$ cat src/rtl/mcph_pkg.sv
// Package: shared types for the machine cycle phase generator.
// Assumes: phase is one bit, P1 encoded as 0 and P2 as 1.
package mcph_pkg;
    typedef enum logic {
        PH_P1 = 1'b0,
        PH_P2 = 1'b1
    } phase_e;
endpackage

$ cat src/rtl/mcph_phase_ctr.sv
// Module: mcph_phase_ctr
// Holds the current state/phase pair and computes the pair for the next clock.
// A phase pair advances P1 -> P2 and then moves to the next state, wrapping after
// the final state. The next-value outputs already include the reset, so registers
// downstream that load them stay aligned with the counter.
// Assumes: STATES >= 2; rst_n is synchronous to clk.
module mcph_phase_ctr
    import mcph_pkg::*;
#(
    parameter int STATES  = 6,
    parameter int STATE_W = $clog2(STATES + 1)
) (
    input  logic               clk,
    input  logic               rst_n,
    output logic [STATE_W-1:0] cur_state,
    output phase_e             cur_phase,
    output logic [STATE_W-1:0] nxt_state,
    output phase_e             nxt_phase
);
    localparam logic [STATE_W-1:0] FIRST_ST = STATE_W'(1);
    localparam logic [STATE_W-1:0] LAST_ST  = STATE_W'(STATES);

    // Next state/phase: toggle phase, step state after P2, force S1P1 in reset.
    always_comb begin
        if (!rst_n) begin
            nxt_state = FIRST_ST;
            nxt_phase = PH_P1;
        end else if (cur_phase == PH_P2) begin
            nxt_phase = PH_P1;
            nxt_state = (cur_state == LAST_ST) ? FIRST_ST : cur_state + FIRST_ST;
        end else begin
            nxt_phase = PH_P2;
            nxt_state = cur_state;
        end
    end

    // Counter registers: load the computed next pair on each clock.
    always_ff @(posedge clk) begin
        cur_state <= nxt_state;
        cur_phase <= nxt_phase;
    end
endmodule

$ cat src/rtl/mcph_strobe_dec.sv
// Module: mcph_strobe_dec
// Turns the next state/phase pair into registered strobes: the one-hot state,
// the end-of-cycle marker and the two two-phase ALE pulses. Each ALE pulse
// samples its block input only at the edge that enters its first phase and then
// holds for the second phase, so a pulse is never cut short.
// Assumes: each ALE pulse starts in state k (P2) and ends in state k+1 (P1),
// with k+1 <= STATES.
module mcph_strobe_dec
    import mcph_pkg::*;
#(
    parameter int STATES    = 6,
    parameter int ALE_FIRST = 1,
    parameter int ALE_SECOND = 4,
    parameter int STATE_W   = $clog2(STATES + 1)
) (
    input  logic               clk,
    input  logic               rst_n,
    input  logic [STATE_W-1:0] nxt_state,
    input  phase_e             nxt_phase,
    input  logic               block_first,
    input  logic               block_second,
    output logic [STATES-1:0]  onehot_q,
    output logic               cycle_end_q,
    output logic               ale_q
);
    localparam logic [STATE_W-1:0] A1_ST  = STATE_W'(ALE_FIRST);
    localparam logic [STATE_W-1:0] A1_END = STATE_W'(ALE_FIRST + 1);
    localparam logic [STATE_W-1:0] A2_ST  = STATE_W'(ALE_SECOND);
    localparam logic [STATE_W-1:0] A2_END = STATE_W'(ALE_SECOND + 1);
    localparam logic [STATE_W-1:0] LAST_ST = STATE_W'(STATES);

    // One-hot state register: one flop per state.
    for (genvar k = 0; k < STATES; k++) begin : g_onehot
        always_ff @(posedge clk) begin
            onehot_q[k] <= (nxt_state == STATE_W'(k + 1));
        end
    end

    // End-of-cycle marker: high in the last phase of the last state.
    always_ff @(posedge clk) begin
        cycle_end_q <= rst_n && (nxt_state == LAST_ST) && (nxt_phase == PH_P2);
    end

    // ALE: decide each pulse at its start edge, hold for its second phase.
    always_ff @(posedge clk) begin
        if (!rst_n) begin
            ale_q <= 1'b0;
        end else if (nxt_state == A1_ST && nxt_phase == PH_P2) begin
            ale_q <= !block_first;
        end else if (nxt_state == A1_END && nxt_phase == PH_P1) begin
            ale_q <= ale_q;
        end else if (nxt_state == A2_ST && nxt_phase == PH_P2) begin
            ale_q <= !block_second;
        end else if (nxt_state == A2_END && nxt_phase == PH_P1) begin
            ale_q <= ale_q;
        end else begin
            ale_q <= 1'b0;
        end
    end
endmodule

$ cat src/rtl/mcph_gen.sv
// Module: mcph_gen (top)
// Machine cycle phase generator: the phase counter feeds the strobe decoder.
// All outputs are registered and change on the same edge.
// Assumes: one clk period is one phase; rst_n is synchronous, active low.
module mcph_gen
    import mcph_pkg::*;
#(
    parameter int STATES     = 6,
    parameter int ALE_FIRST  = 1,
    parameter int ALE_SECOND = 4
) (
    input  logic                           clk,
    input  logic                           rst_n,
    input  logic                           ale_block_first,
    input  logic                           ale_block_second,
    output logic [$clog2(STATES + 1)-1:0]  state_num,
    output logic                           phase,
    output logic [STATES-1:0]              state_onehot,
    output logic                           cycle_end,
    output logic                           ale
);
    localparam int STATE_W = $clog2(STATES + 1);

    logic [STATE_W-1:0] cur_state;
    logic [STATE_W-1:0] nxt_state;
    phase_e             cur_phase;
    phase_e             nxt_phase;

    mcph_phase_ctr #(
        .STATES (STATES),
        .STATE_W(STATE_W)
    ) u_ctr (
        .clk      (clk),
        .rst_n    (rst_n),
        .cur_state(cur_state),
        .cur_phase(cur_phase),
        .nxt_state(nxt_state),
        .nxt_phase(nxt_phase)
    );

    mcph_strobe_dec #(
        .STATES    (STATES),
        .ALE_FIRST (ALE_FIRST),
        .ALE_SECOND(ALE_SECOND),
        .STATE_W   (STATE_W)
    ) u_dec (
        .clk         (clk),
        .rst_n       (rst_n),
        .nxt_state   (nxt_state),
        .nxt_phase   (nxt_phase),
        .block_first (ale_block_first),
        .block_second(ale_block_second),
        .onehot_q    (state_onehot),
        .cycle_end_q (cycle_end),
        .ale_q       (ale)
    );

    // Output mapping: expose counter registers directly.
    always_comb begin
        state_num = cur_state;
        phase     = cur_phase;
    end
endmodule

$ cat config.mk
export PLATFORM = sky130hd
export DESIGN_NAME = mcph_gen
export DESIGN_NICKNAME = d
export VERILOG_FILES = /design/src/rtl/mcph_pkg.sv /design/src/rtl/mcph_phase_ctr.sv /design/src/rtl/mcph_strobe_dec.sv /design/src/rtl/mcph_gen.sv
export SDC_FILE = /design/constraint.sdc
export NUM_CORES = 1
export LEC_CHECK = 0
export BUFFER_PORTS_ARGS = -buffer_cell sky130_fd_sc_hd__buf_2
export CAP_MARGIN = 0
export CORE_AREA = 2 2 39 41
export DETAILED_ROUTE_END_ITERATION = 8
export DIE_AREA = 0 0 41 43
export GPL_TIMING_DRIVEN = 0
export SLEW_MARGIN = 30
export SYNTH_ARGS = -nofsm -noshare
export SYNTH_HDL_FRONTEND = slang
export SYNTH_SLANG_ARGS = --single-unit
$ cat constraint.sdc
create_clock -name clk -period 1.9 [get_ports clk]
set_clock_uncertainty 0.2 [all_clocks]
set_input_delay 0.38 -clock clk [delete_from_list [all_inputs] [get_ports clk]]
set_output_delay 0.38 -clock clk [all_outputs]
set_load 0.1 [all_outputs]
# Word level (Yosys, flattened, before mapping)
# Index checks and enable logic that the tools add are counted.
# classes
muxes	9
bitwise	1
eq_ne	9
add_sub_neg	1
reduce_logical	9
# op_table
op	n
$eq 3x3->1 const B	4
$mux 3	3
$eq 3x2->1 const B	2
$logic_and 1x1->1	6
$mux 1	6
$add 3x1->3 const B	1
$eq 3x1->1 const B	1
$ne 3x1->1 const B	1
$logic_not 1->1	2
$ne 2x1->1 const B	1
$reduce_and 2->1	1
$not 1->1	1
# word_totals
wordCells	39
register_bits	12
output_inout_bits	12
in_bits	4

# Depth between registers and ports, before layout
# Gate-level depths: netlist of run 1.
# logic_depth
ltp_word	10
depth_mapped	4

# Modules after synthesis
# From an unflattened synthesis of run 1, not the netlist that was laid out.
# hier_totals
hier_cells	36
hier_area_um2	405.4
# modules_own_cells
module	n_inst	area_each_um2	seq_area_each_um2	cells_per_inst
mcph_strobe_dec	1	259.0	160.2	23
mcph_phase_ctr	1	146.4	80.1	13

# Least setup slack after synthesis of run 1
# OpenSTA, ideal clock, no wires.
# synth_path
path_kind	reg-to-reg
startpoint	reg u_ctr.cur_state[0]
endpoint	reg u_dec.ale_q
arrival_ns	1.824
setup_slack_ns	-0.190
n_path_buf	1
path_stages_with_launch	5
cell_sequence	dfxtp_1 buf_6 or4b_1 o31a_1 a21oi_2
# synth_via
elab_chain_cells	9
elab_cells_between_ends	19
# synth_lines
element	line	text
start: declaration	mcph_phase_ctr.sv:15	output logic [STATE_W-1:0] cur_state,
start signal: assignment	mcph_phase_ctr.sv:39	cur_state <= nxt_state;
$add 3x1->3 or $eq 3x3->1 (tied branches)	mcph_phase_ctr.sv:30	nxt_state = (cur_state == LAST_ST) ? FIRST_ST : cur_state + FIRST_ST;
$mux 3	mcph_phase_ctr.sv:30	
$mux 3 (*)	mcph_phase_ctr.sv:28	end else if (cur_phase == PH_P2) begin
$mux 3 (*)	mcph_phase_ctr.sv:25	if (!rst_n) begin
$eq 3x3->1	mcph_strobe_dec.sv:52	end else if (nxt_state == A2_ST && nxt_phase == PH_P2) begin
$logic_and 1x1->1	mcph_strobe_dec.sv:52	
$mux 1	mcph_strobe_dec.sv:52	
$mux 1	mcph_strobe_dec.sv:50	end else if (nxt_state == A1_END && nxt_phase == PH_P1) begin
$mux 1	mcph_strobe_dec.sv:48	end else if (nxt_state == A1_ST && nxt_phase == PH_P2) begin
end signal: assignment	mcph_strobe_dec.sv:49	ale_q <= !block_first;
end signal: assignment	mcph_strobe_dec.sv:51	ale_q <= ale_q;
end signal: assignment	mcph_strobe_dec.sv:53	ale_q <= !block_second;
end: declaration	mcph_strobe_dec.sv:24	output logic ale_q
# Mark *: on every way between the ends. The rest lies on a longest branch, timed or not. The select of a mux whose other input is x is not followed.
# A chain may end at the register's enable or synchronous reset.

# Worst setup path after layout of run 1
# layout_path
startpoint	reg u_ctr.cur_phase
endpoint	out phase
# layout_lines
element	line	text
start: declaration	mcph_phase_ctr.sv:16	output phase_e cur_phase,
start signal: assignment	mcph_phase_ctr.sv:40	cur_phase <= nxt_phase;
end: declaration	mcph_gen.sv:17	output logic phase,
# No word-level cell between the ends.

==> reports/metrics.yaml, run 1 <==
place.gp.congestion: 0.713
finalSetupViolCount: 0
grt_max_degree: 11
syn_inst: 49
fp-row-count: 14
slowest_stage: "buf_2"
crit_chain: "buf_2"
crit_path_end_kind: "output port"
holdWs_ns: 0.233
ys_seq_area_frac: 0.507
synth_ff_type: "dfxtp_1"
max_freq_mhz: 628
grt_pass1_vias: 348
grt_overflow_total: 0
synth_cell_type_count: 24
final_antenna_net_count: 0
numCtsBuffers: 3
hold_path_class: "input pin to flip-flop"
routed_wl_um: 871
io_buffers: 14
p_leak_nw: 0.267
ir_worst_vdd_mv: 0.375
tns_ns: 0
via_per_inst: 4.79
maxCapViolCount: 0
synth-seq-cells: 12
cts_hold_buf: 0
vias: 393
syn_area_sq_um: 474
grt_pass1_wl_mm: 1.48
max_slew_margin: 0.677
worst_path_largest_cell_delay_ns: 0.42
layout_commonest_cell: "buf_2"
drcViolationCount: 0
firstDrtPassIters: 3
synth_nets: 53
cp.required_ns: 1.32
crit_arrival_ns: 1.01
cts_root_buf: "clkbuf_4"
wl_per_cell_um: 10.6
antennaDiodeCount: 0
worstSetupPathType: "flip-flop to output port"
clk_pin_slew_worst_paths_ns: 0.07
grt_use_total: 0.123
nets: 72
ios: 16
area_growth_pct: 24.8
fp.dieW_um: 41
synthArstFlopShare: 0
cts_max_level: 1
finalHoldViolations: 0
cts_tree: "done"
ys_warn_count: 0
initial_core_util: 0.343
tightestPinTransition_ns: 0.488
crit_family: "buffers and inverters"
clock_latency_ns: 0.26
pwr_density_cell_nw_per_um2: 1040
drv_slew: 0
synth_edf_count: 0
fin_crit_ns: 1.59
core-area_sq_um: 1380
layout_common_cells: "buf_2 (16), dfxtp_1 (8), nand2_1 (5), nor2_1 (4), dfxtp_2 (4)"
status: "completed"
path_buf_inv: 1
postCtsSetupRepairBufs: 0
cts_resized: 0
cts_buffer_depth: 2
crit_fanout: 3
die_area_sq_um: 1760
drtIter0Drc: 5
dpl.hpwl_um: 621
die_y_um: 43
syn_avg_cell_area_sq_um: 9.68
timing.final.crit_share: 0.838
drive_above_1_share: 0.394
clock_sinks: 12
antenna_found_initial: 0
rsz0062_at_grt: "no"
cp-start-kind: "flip-flop"
==> flip-flops by register name (all words and copies together), names as in the netlist <==
| register | flops |
|---|---|
| u_dec.onehot_q | 6 |
| u_ctr.cur_state | 3 |
| u_ctr.cur_phase | 1 |
| u_dec.ale_q | 1 |
| u_dec.cycle_end_q | 1 |
==> cells in the mapped netlist, drive strengths merged (2+ instances only) <==
master / number / area, sq um
buf: 3 / 21.3
a21oi: 2 / 13.8
a21boi: 2 / 15.0
nor2: 4 / 15.0
nor2b: 2 / 12.5
and4b: 2 / 21.3
nand2b: 3 / 18.8
xor2: 2 / 17.5
nand2: 5 / 18.8
dfxtp: 12 / 240
clkbuf: 2 / 7.51
==> layout make-up <==
| cell class | count | area (sq um) |
|---|---|---|
| Buffer | 5 | 28.8 |
| Clock buffer | 3 | 22.5 |
| Fill cell | 153 | 792 |
| Inverter | 1 | 3.75 |
| Multi-Input combinational cell | 31 | 201 |
| Sequential cell | 12 | 245 |
| Tap cell | 16 | 20.0 |
| Timing Repair Buffer | 14 | 70.1 |
==> power by group <==
| group | total, W | leakage (nW) | switching, W | internal, W |
|---|---|---|---|---|
| registers | 0.000273 | 0.0989 | 0.00000509 | 0.000268 |
| logic | 0.000192 | 0.154 | 0.000152 | 0.0000395 |
| clock network | 0.000150 | 0.0138 | 0.0000771 | 0.0000731 |
==> worst paths after layout <==
check | from | endpoint | slack [ns] | cells past startpoint
worst min register to register | u_dec.ale_q$_SDFFE_PN0P_ | u_dec.ale_q$_SDFFE_PN0P_ | 0.27 | 2
worst max register to register | u_ctr.cur_state[1]$_DFF_P_ | u_dec.onehot_q[1]$_DFF_P_ | 0.49 | 4
worst min-delay path | rst_n | u_ctr.cur_state[0]$_DFF_P_ | 0.23 | 2
worst max-delay path | u_ctr.cur_phase$_DFF_P_ | phase | 0.31 | 1
==> through the flow <==
step	cell area (sq um)	power (W)	instances	setup slack [ns]	utilization
5_1_grt	592	0.000645	82	0.257	0.428
3_3_place_gp	569	0.000471	79	0.413	0.411
3_5_place_dp	569	0.000471	79	0.408	0.411
2_1_floorplan	479	0.000445	49	0.134	-
4_1_cts	592	0.000622	82	0.294	0.428
6_report	592	0.000615	82	0.307	0.428
==> cell families (layout without fill, tap and decap cells) <==
logic type / count (synthesis) / after routing / share of synthesized area
AOI/OAI and AO/OA: 8 / 8 / 0.124
xor gates and xnor gates: 2 / 2 / 0.0369
buffers and inverters: 6 / 23 / 0.0686
DFF: 12 / 12 / 0.507
and+or+nand+nor: 21 / 21 / 0.264
==> layer usage <==
layer  up-vias  wire (um)  track usage
met5         -          0            0
met4         0          8       0.0600
met3         2         50       0.0314
met2        11        391        0.166
met1       179        421        0.176
li1        201          -            -
Note: power is estimated with default switching activity, not from simulation.
==> run 2, diff against run 1 <==
- ABC_AREA: default -> 1
- clock period: 1.9 -> 1.35 ns (I/O delays scaled with it)
==> reports/metrics.yaml, run 2 <==
die_area_sq_um: 1760  # unchanged
synthArstFlopShare: 0  # unchanged
antenna_found_initial: 0  # unchanged
synth_cell_type_count: 12  # -50%
antennaDiodeCount: 0  # unchanged
place.gp.congestion: 0.798  # +12%
worst_slack_ns: -0.0181  # -0.325 ns
yosys-top-cells-count: "nand2_1 (14), dfxtp_1 (12), inv_1 (12)"
ys_warn_count: 0  # unchanged
finalHoldViolations: 0  # unchanged
clock_latency_ns: 0.27  # about the same
worst_path_largest_cell_delay_ns: 0.42  # about the same
regMostFlops: "u_dec.onehot_q"
area_growth_pct: 65.1
syn_avg_cell_area_sq_um: 7.47  # -23%
status: "finished with violations"
hold_path_class: "input pin to flip-flop"
dp_slack_ns: 0.0174  # -0.390 ns
p_leak_nw: 0.397  # +49%
postLayoutCoreUtil: 0.552  # +0.125
drtIter0Drc: 10  # +5
synth_edf_count: 0  # unchanged
synth-seq-cells: 12  # unchanged
seq_area_sq_um: 265  # +8.2%
cts_max_level: 1  # unchanged
crit_chain: "buf_8"
grt_pass1_wl_mm: 1.49  # +0.95%
syn_inst: 62  # +27%
io_buffers: 15  # +1
cts_buffer_depth: 2  # unchanged
maxCapViolCount: 0  # unchanged
timing.final.crit_share: 1.01
wl_per_cell_um: 10.1  # -5.0%
reg_top3: "u_dec.onehot_q x6, u_ctr.cur_state x3"
multiInputGateArea_sq_um: 234  # +16%
reg2reg_slack_ns: 0  # -0.49 ns
clk_pin_slew_worst_paths_ns: 0.08  # about the same
crit_fanout: 5  # +2
fin_crit_ns: 1.37
nets: 88  # +22%
die_y_um: 43  # unchanged
synth_area_leaders: "dfxtp_1 (52%), nand2_1 (11%), inv_1 (9.7%), nand3_1 (6.5%), nor2_1 (6.5%)"
ys_seq_area_frac: 0.519  # +0.0123
synth_nets: 66  # +25%
path_buf_inv: 1  # unchanged
yosysMostFrequentCell: "nand2_1"
pwr_density_cell_nw_per_um2: 1230  # +18%
cts_root_buf: "clkbuf_4"
syn_area_sq_um: 463  # -2.4%
grt_overflow_total: 0  # unchanged
cp.required_ns: 0.88  # -0.44 ns
tightestPinTransition_ns: 0.278  # -0.210 ns
drv_slew: 0  # unchanged
layout_common_cells: "inv_1 (10), nand2_1 (10), dfxtp_2 (8), nor2_1 (6)"
drive_above_1_share: 0.578  # +0.184
grt_pass1_vias: 340  # -2.3%
crit_family: "flip-flops"
crit_arrival_ns: 0.90  # -0.11 ns
fp.dieW_um: 41  # unchanged
fp-row-count: 14  # unchanged
final_antenna_net_count: 0  # unchanged
initial_core_util: 0.335  # -0.00814
crit_path_end_kind: "output port"
largest_register_ff_count: 6  # unchanged
routed_wl_um: 999  # +15%
dpl.hpwl_um: 665  # +7.1%
cts_hold_buf: 0  # unchanged
clock_sinks: 12  # unchanged
grt_use_total: 0.122  # -0.00126
vias: 446  # +13%
ios: 16  # unchanged
synth_top_area_share: 0.519  # +0.0123
core-area_sq_um: 1380  # unchanged
cts_tree: "done"
drcViolationCount: 0  # unchanged
max_freq_mhz: 731
fill_cells: 125  # -18%
rsz0062_at_grt: "yes"
slowest_stage: "dfxtp_4"
ir_worst_vdd_mv: 0.699  # +87%
max_slew_margin: 0.816  # +0.139
cp-start-kind: "flip-flop"
grt_max_degree: 8  # -3
via_per_inst: 4.51  # -6.0%
yosys.area.top_type: "dfxtp_1"
firstDrtPassIters: 4  # +1
numCtsBuffers: 3  # unchanged
worstSetupPathType: "flip-flop to output port"
violations: "negative setup slack"
finalSetupViolCount: 2  # +2
synth_ff_type: "dfxtp_1"
## run 2: path summary, 6_finish.rpt
check / start / endpoint / cells after the start
worst max register to register: u_ctr.cur_phase$_DFF_P_ / u_dec.ale_q$_SDFFE_PN0P_ / 8
worst max-delay path: u_ctr.cur_phase$_DFF_P_ / phase / 1
worst min-delay path: ale_block_second / u_dec.ale_q$_SDFFE_PN0P_ / 4
worst min register to register: u_dec.ale_q$_SDFFE_PN0P_ / u_dec.ale_q$_SDFFE_PN0P_ / 4
## run 2: repair_timing
item,in CTS,in global routing
cloned,0,0
resized for setup,18,19
pin swaps,1,2
setup endpoints to repair,14,11
setup buffers,2,0
## run 2: power by group
part,total (W),switching (W),internal (W)
clock network,0.000228,0.000114,0.000114
registers,0.000401,0.0000244,0.000377
logic,0.000312,0.000226,0.0000854
## run 2: area by class of cell
type | count | share of cell area
timing repair buffer | 17 | 0.227
clock buffer | 4 | 0.0344
sequential | 12 | 0.347
inverter | 12 | 0.0589
tap | 16 | 0.0262
multi-input combinational | 38 | 0.306
## run 2: logic make-up (layout without fill, tap and decap cells)
logic type	count (synthesis)	count (layout)	synth area share
and+or+nand+nor	37	37	0.373
buffers and inverters	12	33	0.0973
AOI/OAI and AO/OA	1	1	0.0108
DFF	12	12	0.519
## run 2: through the flow
stage          setup TNS [ns]  hold slack, ns  instance area, sq um  power [W]  cells
2_1_floorplan          -0.120           0.213                   508   0.000619     62
5_1_grt                -0.133           0.101                   764   0.000983     99
6_report              -0.0226          0.0910                   764   0.000941     99
3_5_place_dp                0           0.311                   603   0.000657     93
4_1_cts               -0.0274          0.0932                   697   0.000914     99
3_3_place_gp                0           0.301                   603   0.000656     93
## run 2: layer usage
| metal | up-vias | routed length, um | GRT usage |
|---|---|---|---|
| met2 | 12 | 506 | 0.172 |
| met3 | 2 | 33 | 0.0314 |
| met5 | - | 0 | 0 |
| met4 | 0 | 14 | 0.0600 |
| met1 | 198 | 445 | 0.166 |
| li1 | 234 | - | - |
==> run 3, diff against run 2 <==
- SKIP_CTS_REPAIR_TIMING: default -> 1
==> reports/metrics.yaml, run 3 (synthesized netlist as in run 2, its figures left out) <==
status: "finished with violations"
wl_per_cell_um: 10.2  # +0.90%
drtIter0Drc: 9  # -1
via_per_inst: 4.42  # -1.8%
nets: 88  # unchanged
layout_common_cells: "inv_1 (10), nand2_1 (9), dfxtp_2 (8), nor2_1 (7)"
worstSetupPathType: "flip-flop to output port"
grt_pass1_vias: 331  # -2.6%
rsz0062_at_grt: "yes"
fp.dieW_um: 41  # unchanged
initial_core_util: 0.335  # unchanged
clock_latency_ns: 0.27  # about the same
r2r_cells: 8  # unchanged
drv_slew: 0  # unchanged
regMostFlops: "u_dec.onehot_q"
worst_slack_ns: -0.0239  # -0.00584 ns
tightestPinTransition_ns: 0.278  # +0.0000349 ns
core-area_sq_um: 1380  # unchanged
grt_pass1_wl_mm: 1.38  # -7.4%
fp-row-count: 14  # unchanged
reg_top3: "u_dec.onehot_q x6, u_ctr.cur_state x3"
cts_max_level: 1  # unchanged
worst-path-stages: 1  # unchanged
largest_register_ff_count: 6  # unchanged
crit_path_end_kind: "output port"
worst_path_largest_cell_delay_ns: 0.42  # about the same
violations: "negative setup slack"
slowest_stage: "dfxtp_4"
postLayoutCoreUtil: 0.554  # +0.00181
crit_family: "flip-flops"
clock_sinks: 12  # unchanged
ir_worst_vdd_mv: 0.709  # +1.4%
area_growth_pct: 65.7
die_y_um: 43  # unchanged
p_leak_nw: 0.397  # about the same
final_antenna_net_count: 0  # unchanged
clk_pin_slew_worst_paths_ns: 0.08  # about the same
grt_max_degree: 8  # unchanged
path_buf_inv: 1  # unchanged
crit_fanout: 6  # +1
die_area_sq_um: 1760  # unchanged
startpoint: "u_ctr.cur_phase$_DFF_P_"
firstDrtPassIters: 5  # +1
cts_buffer_depth: 2  # unchanged
place.gp.congestion: 0.798  # unchanged
dp_slack_ns: 0.0174  # unchanged
vias: 438  # -1.8%
numCtsBuffers: 3  # unchanged
routed_wl_mm: 1.01  # +0.90%
drcViolationCount: 0  # unchanged
cts_root_buf: "clkbuf_4"
finalHoldViolations: 0  # unchanged
crit_arrival_ns: 0.90  # about the same
cp-start-kind: "flip-flop"
crit_end: "phase"
pwr_density_cell_nw_per_um2: 1230  # -0.13%
max_freq_mhz: 728  # -0.43%
ios: 16  # unchanged
finalSetupViolCount: 2  # unchanged
timing.final.crit_share: 1.02  # +0.00433
grt_use_total: 0.113  # -0.00906
hold_path_class: "input pin to flip-flop"
crit_chain: "buf_8"
grt_overflow_total: 0  # unchanged
cp.required_ns: 0.88  # about the same
dpl.hpwl_um: 665  # unchanged
timing.rr.start: "u_ctr.cur_phase$_DFF_P_"
maxCapViolCount: 0  # unchanged
r2r-end: "u_dec.ale_q$_SDFFE_PN0P_"
io_buffers: 15  # unchanged
tns_ns: -0.0330  # -0.0104 ns
cts_tree: "done"
antenna_found_initial: 0  # unchanged
antennaDiodeCount: 0  # unchanged
drive_above_1_share: 0.602  # +0.0241
layout_commonest_cell: "inv_1"
fin_crit_ns: 1.37  # +0.00584 ns
max_slew_margin: 0.816  # about the same
reg2reg_slack_ns: -0.01  # about the same
run 3: cell count changes in the layout (fill, tap and decap cells not counted):
| cell | delta |
|---|---|
| buf_8 | -1 |
| nor4_2 | +1 |
| nand3_1 | -1 |
| nand2_2 | +1 |
| nor2_1 | +1 |
| nand2_1 | -1 |
| buf_6 | +1 |
| nand3_2 | +1 |
| nor4_1 | -1 |
| nor2_4 | -1 |
run 3: cell type report:
class	count	area [sq um]
Fill cell	120	617
Inverter	12	45.0
Sequential cell	12	265
Timing Repair Buffer	17	170
Multi-Input combinational cell	38	240
Clock buffer	4	26.3
Tap cell	16	20.0
run 3: stage by stage:
stage          hold slack, ns  cell area, sq um  instances  total power (W)
3_3_place_gp            0.301               603         93         0.000656
2_1_floorplan           0.213               508         62         0.000619
4_1_cts                0.0932               629         97         0.000881
6_report               0.0841               767         99         0.000943
5_1_grt                 0.103               767         99         0.000981
3_5_place_dp            0.311               603         93         0.000657
run 3: layer usage:
layer,part of all wire,GRT usage,up-vias
li1,-,-,231
met1,0.44,0.143,193
met2,0.51,0.166,14
met3,0.042,0.0314,0
met4,0,0.0600,0
met5,0,0,-
run 3: worst min path at each step:
stage	from	end	cells after the start
finish	ale_block_second	u_dec.ale_q$_SDFFE_PN0P_	4
global route	ale_block_first	u_dec.ale_q$_SDFFE_PN0P_	4
CTS	ale_block_first	u_dec.ale_q$_SDFFE_PN0P_	4
detailed placement	u_ctr.cur_phase$_DFF_P_	u_dec.cycle_end_q$_DFF_P_	1
global placement	u_ctr.cur_phase$_DFF_P_	u_dec.cycle_end_q$_DFF_P_	1
floorplan	rst_n	u_ctr.cur_state[2]$_DFF_P_	2
run 3: power breakdown:
group | switching [W] | leakage (nW) | total, W | internal (W)
Combinational | 0.000227 | 0.279 | 0.000311 | 0.0000838
Clock | 0.000118 | 0.0150 | 0.000232 | 0.000114
Sequential | 0.0000235 | 0.103 | 0.000400 | 0.000377
Total | 0.000368 | 0.397 | 0.000943 | 0.000575
